<file path="config.mk">
export PLATFORM = sky130hd
export DESIGN_NAME = sv32w_walker
export DESIGN_NICKNAME = d
export VERILOG_FILES = /design/src/rtl/sv32w_pkg.sv /design/src/rtl/sv32w_mt_enable.sv /design/src/rtl/sv32w_pte_check.sv /design/src/rtl/sv32w_pa_build.sv /design/src/rtl/sv32w_walker.sv
export SDC_FILE = /design/constraint.sdc
export NUM_CORES = 1
export LEC_CHECK = 0
export ABC_AREA = 1
export ABC_CLOCK_PERIOD_IN_PS = 1800
export BUFFER_PORTS_ARGS = -buffer_cell sky130_fd_sc_hd__buf_2
export CORE_AREA = 2 2 99 101
export CTS_CLUSTER_SIZE = 14
export DETAILED_ROUTE_END_ITERATION = 8
export DIE_AREA = 0 0 101 103
export PLACE_DENSITY = 0.78
export SETUP_SLACK_MARGIN = 0.02
export SLEW_MARGIN = 5
export SYNTH_ARGS = -nofsm -noshare
export SYNTH_HDL_FRONTEND = slang
export SYNTH_SLANG_ARGS = --single-unit
</file>
<file path="constraint.sdc">
create_clock -name clk -period 1.8 [get_ports clk]
set_input_delay 0.09 -clock clk [delete_from_list [all_inputs] [get_ports clk]]
set_output_delay 0.09 -clock clk [all_outputs]
set_load 0.02 [all_outputs]
</file>
<file path="src/rtl/sv32w_pkg.sv">
// Shared sizes and types for the page table walker.
// Assumes a two-level table, 4 KiB pages and 32-bit entries.
package sv32w_pkg;
    localparam int VA_W     = 32;
    localparam int PTE_W    = 32;
    localparam int PA_W     = 34;
    localparam int OFF_W    = 12;
    localparam int IDX_W    = 10;
    localparam int PPN_W    = PTE_W - IDX_W;   // 22-bit page number in an entry
    localparam int MT_W     = 2;
    localparam int ENTRY_SH = 2;               // 4-byte entries

    typedef enum logic [2:0] {
        ST_IDLE,
        ST_READ_L1,
        ST_WAIT_L1,
        ST_READ_L0,
        ST_WAIT_L0,
        ST_DONE
    } walk_state_t;
endpackage

</file>
<file path="src/rtl/sv32w_mt_enable.sv">
// Resolves whether memory types apply to a request's stage.
// Assumes stage codes 0 = S, 1 = G, 2 and 3 = VS. The hypervisor bit is
// gated by the machine bit, because it reads as zero when that bit is clear.
module sv32w_mt_enable (
    input  logic [1:0] stage,
    input  logic       m_en,
    input  logic       h_en,
    output logic       mt_on
);
    logic h_eff;

    // Effective hypervisor enable after gating by the machine enable.
    always_comb h_eff = h_en & m_en;

    // Select the enable that governs the stage.
    always_comb mt_on = stage[1] ? h_eff : m_en;
endmodule

</file>
<file path="src/rtl/sv32w_pte_check.sv">
// Classifies one table entry: leaf, pointer, or fault.
// Assumes level 1 is the first table read and level 0 the last.
module sv32w_pte_check
    import sv32w_pkg::*;
(
    input  logic [PTE_W-1:0] pte,
    input  logic             at_l0,
    input  logic             mt_on,
    output logic             is_leaf,
    output logic             fault,
    output logic [PPN_W-1:0] next_ppn
);
    logic v, r, w, x;
    logic [MT_W-1:0] top;
    logic f_basic, f_level, f_type;
    logic [5:0] unused_flags;

    // Split out the flag bits and the top attribute bits.
    always_comb begin
        v            = pte[0];
        r            = pte[1];
        w            = pte[2];
        x            = pte[3];
        top          = pte[PTE_W-1 -: MT_W];
        unused_flags = pte[9:4];
        next_ppn     = pte[PTE_W-1:IDX_W];
    end

    // A valid entry with read or execute permission is a leaf.
    always_comb is_leaf = v & (r | x);

    // Fault conditions grouped by cause.
    always_comb begin
        f_basic = ~v | (w & ~r);
        f_level = (~is_leaf & at_l0) |
                  (is_leaf & ~at_l0 & (pte[IDX_W +: IDX_W] != '0));
        f_type  = mt_on & ((is_leaf & (top == 2'b11)) |
                           (~is_leaf & (top != 2'b00)));
        fault   = f_basic | f_level | f_type;
    end
endmodule

</file>
<file path="src/rtl/sv32w_pa_build.sv">
// Forms the physical address and the memory-type attribute from a leaf entry.
// Assumes the entry has already been accepted as a fault-free leaf.
module sv32w_pa_build
    import sv32w_pkg::*;
(
    input  logic [PTE_W-1:0]       pte,
    input  logic [OFF_W+IDX_W-1:0] va_low,
    input  logic                   at_l0,
    input  logic                   mt_on,
    output logic [PA_W-1:0]        paddr,
    output logic [MT_W-1:0]        mtype
);
    logic [MT_W-1:0] hi;

    // The top entry bits are either extra address bits or the attribute.
    always_comb begin
        hi    = mt_on ? '0 : pte[PTE_W-1 -: MT_W];
        mtype = mt_on ? pte[PTE_W-1 -: MT_W] : '0;
    end

    // A superpage keeps the lower virtual index; a 4 KiB page replaces it.
    always_comb begin
        if (at_l0)
            paddr = {hi, pte[PTE_W-MT_W-1:IDX_W], va_low[OFF_W-1:0]};
        else
            paddr = {hi, pte[PTE_W-MT_W-1:2*IDX_W], va_low};
    end
endmodule

</file>
<file path="src/rtl/sv32w_walker.sv">
// Two-level page table walker with per-stage memory-type attribute.
// Takes one request while idle and keeps one table read outstanding.
// Ends each walk with a one-cycle done pulse.
// Assumes the memory port returns exactly one response per accepted read.
module sv32w_walker
    import sv32w_pkg::*;
(
    input  logic              clk,
    input  logic              rst_n,
    input  logic              req_valid,
    output logic              req_ready,
    input  logic [VA_W-1:0]   req_vaddr,
    input  logic [1:0]        req_stage,
    input  logic [PPN_W-1:0]  req_root_ppn,
    input  logic              menv_mt_en,
    input  logic              henv_mt_en,
    output logic              mem_req_valid,
    input  logic              mem_req_ready,
    output logic [PA_W-1:0]   mem_req_addr,
    input  logic              mem_rsp_valid,
    input  logic [PTE_W-1:0]  mem_rsp_data,
    output logic              done,
    output logic              done_fault,
    output logic [PA_W-1:0]   done_paddr,
    output logic [MT_W-1:0]   done_mtype
);
    localparam int VLOW_W = OFF_W + IDX_W;

    walk_state_t            state;
    logic [VLOW_W-1:0]      va_q;
    logic                   mt_on_q;
    logic [PA_W-1:0]        rd_addr_q;
    logic                   fault_q;
    logic [PA_W-1:0]        paddr_q;
    logic [MT_W-1:0]        mtype_q;

    logic                   mt_on_req;
    logic                   at_l0;
    logic                   chk_leaf;
    logic                   chk_fault;
    logic [PPN_W-1:0]       chk_next;
    logic [PA_W-1:0]        pa_new;
    logic [MT_W-1:0]        mt_new;
    logic [PA_W-1:0]        root_addr;
    logic [PA_W-1:0]        l0_addr;

    sv32w_mt_enable u_en (
        .stage (req_stage),
        .m_en  (menv_mt_en),
        .h_en  (henv_mt_en),
        .mt_on (mt_on_req)
    );

    sv32w_pte_check u_chk (
        .pte      (mem_rsp_data),
        .at_l0    (at_l0),
        .mt_on    (mt_on_q),
        .is_leaf  (chk_leaf),
        .fault    (chk_fault),
        .next_ppn (chk_next)
    );

    sv32w_pa_build u_pa (
        .pte    (mem_rsp_data),
        .va_low (va_q),
        .at_l0  (at_l0),
        .mt_on  (mt_on_q),
        .paddr  (pa_new),
        .mtype  (mt_new)
    );

    // Level of the entry now being returned.
    always_comb at_l0 = (state == ST_WAIT_L0);

    // Entry addresses for the root table and the second-level table.
    always_comb begin
        root_addr = {req_root_ppn, {OFF_W{1'b0}}} +
                    PA_W'({req_vaddr[VA_W-1 -: IDX_W], {ENTRY_SH{1'b0}}});
        l0_addr   = {chk_next, {OFF_W{1'b0}}} +
                    PA_W'({va_q[VLOW_W-1 -: IDX_W], {ENTRY_SH{1'b0}}});
    end

    // Walk sequencing and result capture.
    always_ff @(posedge clk) begin
        if (!rst_n) begin
            state     <= ST_IDLE;
            va_q      <= '0;
            mt_on_q   <= 1'b0;
            rd_addr_q <= '0;
            fault_q   <= 1'b0;
            paddr_q   <= '0;
            mtype_q   <= '0;
        end else begin
            case (state)
                ST_IDLE: begin
                    if (req_valid) begin
                        va_q      <= req_vaddr[VLOW_W-1:0];
                        mt_on_q   <= mt_on_req;
                        rd_addr_q <= root_addr;
                        state     <= ST_READ_L1;
                    end
                end
                ST_READ_L1, ST_READ_L0: begin
                    if (mem_req_ready)
                        state <= (state == ST_READ_L1) ? ST_WAIT_L1 : ST_WAIT_L0;
                end
                ST_WAIT_L1, ST_WAIT_L0: begin
                    if (mem_rsp_valid) begin
                        if (chk_fault) begin
                            fault_q <= 1'b1;
                            paddr_q <= '0;
                            mtype_q <= '0;
                            state   <= ST_DONE;
                        end else if (chk_leaf) begin
                            fault_q <= 1'b0;
                            paddr_q <= pa_new;
                            mtype_q <= mt_new;
                            state   <= ST_DONE;
                        end else begin
                            rd_addr_q <= l0_addr;
                            state     <= ST_READ_L0;
                        end
                    end
                end
                ST_DONE: state <= ST_IDLE;
                default: state <= ST_IDLE;
            endcase
        end
    end

    // Port views of the state.
    always_comb begin
        req_ready     = (state == ST_IDLE);
        mem_req_valid = (state == ST_READ_L1) || (state == ST_READ_L0);
        mem_req_addr  = rd_addr_q;
        done          = (state == ST_DONE);
        done_fault    = fault_q;
        done_paddr    = paddr_q;
        done_mtype    = mtype_q;
    end

    a_r9_done_pulse: assert property (@(posedge clk) disable iff (!rst_n)
        done |=> !done);

    a_r9_ready_idle: assert property (@(posedge clk) disable iff (!rst_n)
        req_ready |-> (!mem_req_valid && !done));

    a_r2_hold_addr: assert property (@(posedge clk) disable iff (!rst_n)
        (mem_req_valid && !mem_req_ready) |=> (mem_req_valid && $stable(mem_req_addr)));

    a_r4_mt_off_zero: assert property (@(posedge clk) disable iff (!rst_n)
        (done && !mt_on_q) |-> (done_mtype == 2'b00));

    a_r3_mt_on_short_pa: assert property (@(posedge clk) disable iff (!rst_n)
        (done && !done_fault && mt_on_q) |-> (done_paddr[PA_W-1 -: MT_W] == 2'b00));

    a_r8_no_reserved_type: assert property (@(posedge clk) disable iff (!rst_n)
        (done && !done_fault) |-> (done_mtype != 2'b11));

    a_r9_fault_clean: assert property (@(posedge clk) disable iff (!rst_n)
        (done && done_fault) |-> (done_paddr == '0 && done_mtype == '0));
endmodule

</file>
==> results of run 1 <==
==> sequential cells by signal (all words and copies together) (netlist names) <==
name and count:
done_fault 1, done_mtype 2, done_paddr 34, mem_req_addr 32, mt_on_q 1, state 3
va_q 22
==> stage by stage <==
stage | hold slack [ns] | setup slack (ns) | util
floorplan | 0.231 | 0.210 | -
global placement | 0.344 | 0.121 | 0.582
detailed placement | 0.351 | 0.0409 | 0.582
CTS | 0.0000945 | 0.0360 | 0.631
global route | 0.0214 | 0.0263 | 0.634
finish | 0.0182 | 0.116 | 0.634
==> cell families after synthesis <==
kind of cell | count (synthesis) | share of synthesized area
other | 1 | 0.000823
DFF | 95 | 0.417
AOI/OAI and AO/OA | 106 | 0.118
buffers and inverters | 114 | 0.107
and+or+nand+nor | 381 | 0.357
==> how the worst max path moves through the flow <==
stage                  start               end  slack [ns]  cells past startpoint
floorplan           state[2]  mem_req_addr[10]        0.21                     11
global placement    state[0]   mem_req_addr[7]        0.12                     10
detailed placement  state[0]   mem_req_addr[2]        0.04                     10
CTS                 state[0]  mem_req_addr[13]        0.04                     10
global route        state[2]         req_ready        0.03                      5
finish              state[2]         req_ready        0.12                      5
==> what timing repair did <==
action	in CTS	in global routing
setup buffers	0	1
pin swaps	0	1
endpoints found under the setup margin	1	70
hold buffers	24	0
resized for setup	1	8
endpoints found under the hold margin	24	0
==> synthesized netlist by cell type (all sizes together) <==
master and instances:
nand3b 1, buf 25, clkbuf 24, o2111ai 1, nand3 87, nor3 2
a21boi 1, inv 64, conb 1, nand2 222, clkinv 1, dfxtp 95
a21oi 86, o21ai 18, nor2 67, nand4 2
==> critical path, stage by stage (launching register included) <==
cell	delay, ns
dfxtp_2	0.35
buf_4	0.15
nor3_4	0.20
buf_4	0.19
buf_8	0.17
buf_2	0.18
==> metal layers <==
layer,track usage,vias to the layer above
met2,0.419,167
met5,0,-
met1,0.326,2158
li1,-,2545
met3,0.0481,14
met4,0.0603,0
==> final cells by class <==
cell class                      count  share of cell area
Clock inverter                      6              0.0154
Sequential cell                    95               0.318
Multi-Input combinational cell    489               0.363
Tap cell                          114              0.0238
Clock buffer                       10              0.0213
Inverter                           65              0.0407
Timing Repair Buffer              212               0.218
==> power breakdown <==
part / total (mW) / leakage (nW) / switching, mW / internal (mW)
logic: 4.79 / 2.20 / 3.00 / 1.80
clock network: 1.57 / 0.104 / 0.775 / 0.794
registers: 3.13 / 0.778 / 0.360 / 2.77
==> impl_metrics.yaml, run 1 <==
power:
  leakagePower_nw: 3.08
  power_mw: 9.49
  p_per_area_nw_per_um2: 1580
  ir_drop_v: 0.000771
floorplan:
  dieArea_um2: 10400
  start_util: 0.482
  num_rows: 36
  die_y_um: 103
  ios: 169
  coreArea_um2: 9460
  dieWidth_um: 101
global_routing:
  grt_first_pass_wirelength_mm: 20.5
  grt.total_usage: 0.247
  grt_pass1_vias: 4345
  grt_max_degree: 56
  grt-ovfl-total: 0
  antenna_found_initial: 0
synthesis:
  synth_top_cell_area_share: 0.417
  synth-seq-cells: 95
  synth_cell_types: 25
  synth_area_leader_cell: "dfxtp_1"
  yosysSeqAreaShare: 0.417
  synth_area_leaders: "dfxtp_1 42%, nand2_1 18%, a21oi_1 9.4%, nand3_1 9.3%, nor2_1 5.3%"
  syn_area_um2: 4560
  synthCells: 697
  synth_area_per_cell_um2: 6.54
  ys_warn_count: 0
sta:
  setup_viol: 0
  fmax_ghz: 0.594
  hold_viol: 0
  fin_crit_sh: 0.935
  slew_viol_final: 0
  clock-skew-final_ns: 0.0114
  layout_min_cycle_time_ns: 1.68
  rsz0062_at_grt: "false"
  tns_ns: 0
min_path:
  hold_end: "va_q[0]"
  hp-class: "in -> reg"
  hp-start: "req_vaddr[0]"
  whs_path_depth: 3
worst_setup_path:
  endpoint_kind: "primary output"
  cp_max_fo: 20
  reg2reg_depth: 10
  reg2reg_slack_ns: 0.19
  worstSetupPathType: "reg -> out"
  rr_startpoint: "state[2]"
  r2r-end: "done_paddr[27]"
  cp-start-kind: "register"
  arrival_ns: 1.59
  required_ns: 1.71
clock_tree:
  clkSlewWorstSetupHoldPaths_ns: 0.09
  cts.sinks: 95
  clkLatencyLatePin_ns: 0.36
  cts_tree: "yes"
  clockBufferDepth: 2
  cts_buffers: 9
  htree_levels: 3
  cts_root_buf: "clkbuf_8"
place:
  place_inst: 950
  dpl.hpwl_mm: 9.12
  port_buffers: 159
  place_congestion: 0.879
  place_area_um2: 5500
layout:
  drive_gt1_frac: 0.252
  final_cell_mix: "218 x nand2_1, 159 x buf_2, 92 x dfxtp_1"
  fill_cells: 926
  synthToLayoutAreaGrowth_pct: 31.6
  layout_commonest_cell: "nand2_1"
  multi_input_area_um2: 2170
  nets: 967
  antenna_cells: 0
  final_area_um2: 5990
  final-seq-area_um2: 1910
  fin_cells: 991
drt:
  ant_nets: 0
  wl_met3_um: 753
  firstDrtPassIters: 5
  wire_per_inst_um: 13.2
  drcViolationCount: 0
  wl_met1_mm: 5.93
  vias_per_cell: 4.93
  met2WireLength_mm: 6.19
  topRoutingLayerUsed: "met4"
  routed_wl_mm: 13.0
  routed-via-count: 4884
  drt_iter0_drc: 222
flow_run:
  max_cap_violations: 0
status:
  status: "completed"
No activity file was read; power rests on OpenSTA's default activity.
==> run 2: changes to the inputs <==
CORE_AREA = 2 2 89 125   (was 2 2 99 101)
DIE_AREA = 0 0 91 127   (was 0 0 101 103)
PLACE_DENSITY = 0.71   (was 0.78)
==> impl_metrics.yaml, run 2 (same netlist as run 1, synthesis figures left out) <==
layout:
  drive_gt1_frac: 0.292
  final_cell_mix: "216 x nand2_1, 159 x buf_2, 92 x dfxtp_1"
  nets: 965
  synthToLayoutAreaGrowth_pct: 38.9
  antenna_cells: 0
  layout_commonest_cell: "nand2_1"
  largest_register_ffs: 34
clock_tree:
  cts_root_buf: "clkbuf_16"
  cts_buffers: 9
  clkLatencyLatePin_ns: 0.34
  cts_tree: "yes"
  clockBufferDepth: 2
  clkSlewWorstSetupHoldPaths_ns: 0.06
  cts.sinks: 95
  htree_levels: 3
floorplan:
  die_y_um: 127
  coreArea_um2: 10300
  start_util: 0.440
  dieArea_um2: 11600
  dieWidth_um: 91
  ios: 169
  num_rows: 44
worst_setup_path:
  cp_max_fo: 5
  crit_path_cell_trace: "inv_4 -> nand2_4 -> nor2_4 -> buf_6 -> nor2_4 -> o21ai_4 -> nand3_4 -> buf_6 -> nand3_4 -> clkbuf_16 -> nand2_1 -> nand2_1 -> nor2_1"
  arrival_ns: 1.99
  crit_family: "simple AND/OR/NAND/NOR gates"
  required_ns: 2.03
  worstSetupPathType: "reg -> reg"
  endpoint_kind: "register"
  cp-start-kind: "register"
  cp_slowest_stage_delay_ns: 0.37
  cp_slowest_cell: "dfxtp_4"
  path_buf_inv: 4
sta:
  fin_crit_sh: 0.977
  clock-skew-final_ns: 0.00477
  hold_viol: 0
  fmax_ghz: 0.569
  setup_viol: 0
  rsz0062_at_grt: "true"
  layout_min_cycle_time_ns: 1.76
  slew_viol_final: 0
  fin_ws_ns: 0.0415
power:
  power_mw: 10.5
  leakagePower_nw: 3.21
  p_per_area_nw_per_um2: 1670
  ir_drop_v: 0.000914
drt:
  firstDrtPassIters: 5
  vias_per_cell: 5.08
  drt_iter0_drc: 403
  wire_per_inst_um: 15.2
  ant_nets: 0
  routed-via-count: 5133
  drcViolationCount: 0
  routed_wl_mm: 15.4
place:
  port_buffers: 159
  dpl.hpwl_mm: 9.63
  place_congestion: 0.834
  post-place-ws_ns: -0.113
status:
  status: "completed"
global_routing:
  grt_pass1_vias: 4508
  grt_first_pass_wirelength_mm: 22.0
  grt_max_degree: 42
  grt.total_usage: 0.237
  grt-ovfl-total: 0
  antenna_found_initial: 0
min_path:
  hp-class: "in -> reg"
flow_run:
  max_cap_violations: 0
==> run 2: cell types whose count changed in the layout (fill, tap and decap cells not counted), moves of 3 or more <==
cell           delta
clkbuf_16        +17
a21oi_1           -9
nand3_4           +3
buf_12            +4
a21oi_2           +9
clkbuf_8          -7
nand2_4           +3
dlygate4sd3_1    -23
nor2_4            +3
buf_6             +6
==> run 2: cell type report <==
class / instances / area (µm²)
fillers: 1031 / 4020
multi-input cells: 492 / 2310
flip-flops and latches: 95 / 1910
repair buffers: 207 / 1420
clock buffers: 13 / 260
inverters: 65 / 246
well taps: 138 / 173
clock inverters: 1 / 5.00
==> run 2: where the power goes <==
group / internal [mW] / total (mW) / switching, mW
clock network: 0.995 / 1.75 / 0.753
registers: 2.77 / 3.15 / 0.379
logic: 2.21 / 5.64 / 3.43
==> run 2: per-stage QoR <==
| stage | hold slack (ns) | setup TNS, ns | std cells | util | instance area, µm² |
|---|---|---|---|---|---|
| 5_1_grt | 0.0263 | -0.262 | 1011 | 0.611 | 6330 |
| 2_1_floorplan | 0.231 | 0 | 698 | - | 4560 |
| 4_1_cts | 0.00550 | 0 | 989 | 0.566 | 5850 |
| 3_5_place_dp | 0.348 | -3.03 | 971 | 0.535 | 5530 |
| 6_report | 0.00515 | 0 | 1011 | 0.611 | 6330 |
| 3_3_place_gp | 0.339 | -1.10 | 971 | 0.535 | 5530 |
==> run 2: final timing paths <==
kind	from	endpoint	slack, ns	cells past startpoint
max reg2reg	state[1]	done_paddr[9]	0.04	13
min	mem_rsp_data[22]	done_paddr[24]	0.005	3
min reg2reg	mem_req_addr[28]	mem_req_addr[28]	0.46	2
max	state[1]	done_paddr[9]	0.04	13
==> run 2: worst register-to-register path: stages (launching register included) <==
cell	delay [ns]
dfxtp_4	0.37
inv_4	0.06
nand2_4	0.06
nor2_4	0.13
buf_6	0.13
nor2_4	0.04
o21ai_4	0.09
nand3_4	0.16
buf_6	0.16
nand3_4	0.14
clkbuf_16	0.17
nand2_1	0.05
nand2_1	0.06
nor2_1	0.05
==> run 2: routing by layer <==
metal	global-route usage	routed length, µm	up-vias
met5	0	0	-
met4	0.109	473	0
met3	0.0454	938	39
met2	0.404	8050	208
met1	0.288	5920	2339
li1	-	-	2547
==> run 2: timing repair <==
| action | 4_1_cts | 5_1_grt |
|---|---|---|
| resized for setup | 2 | 33 |
| hold endpoints to repair | 1 | 0 |
| cloned | 1 | 16 |
| setup buffers | 2 | 6 |
| pin swaps | 2 | 8 |
| endpoints found under the setup margin | 72 | 71 |
| hold buffers | 1 | 0 |
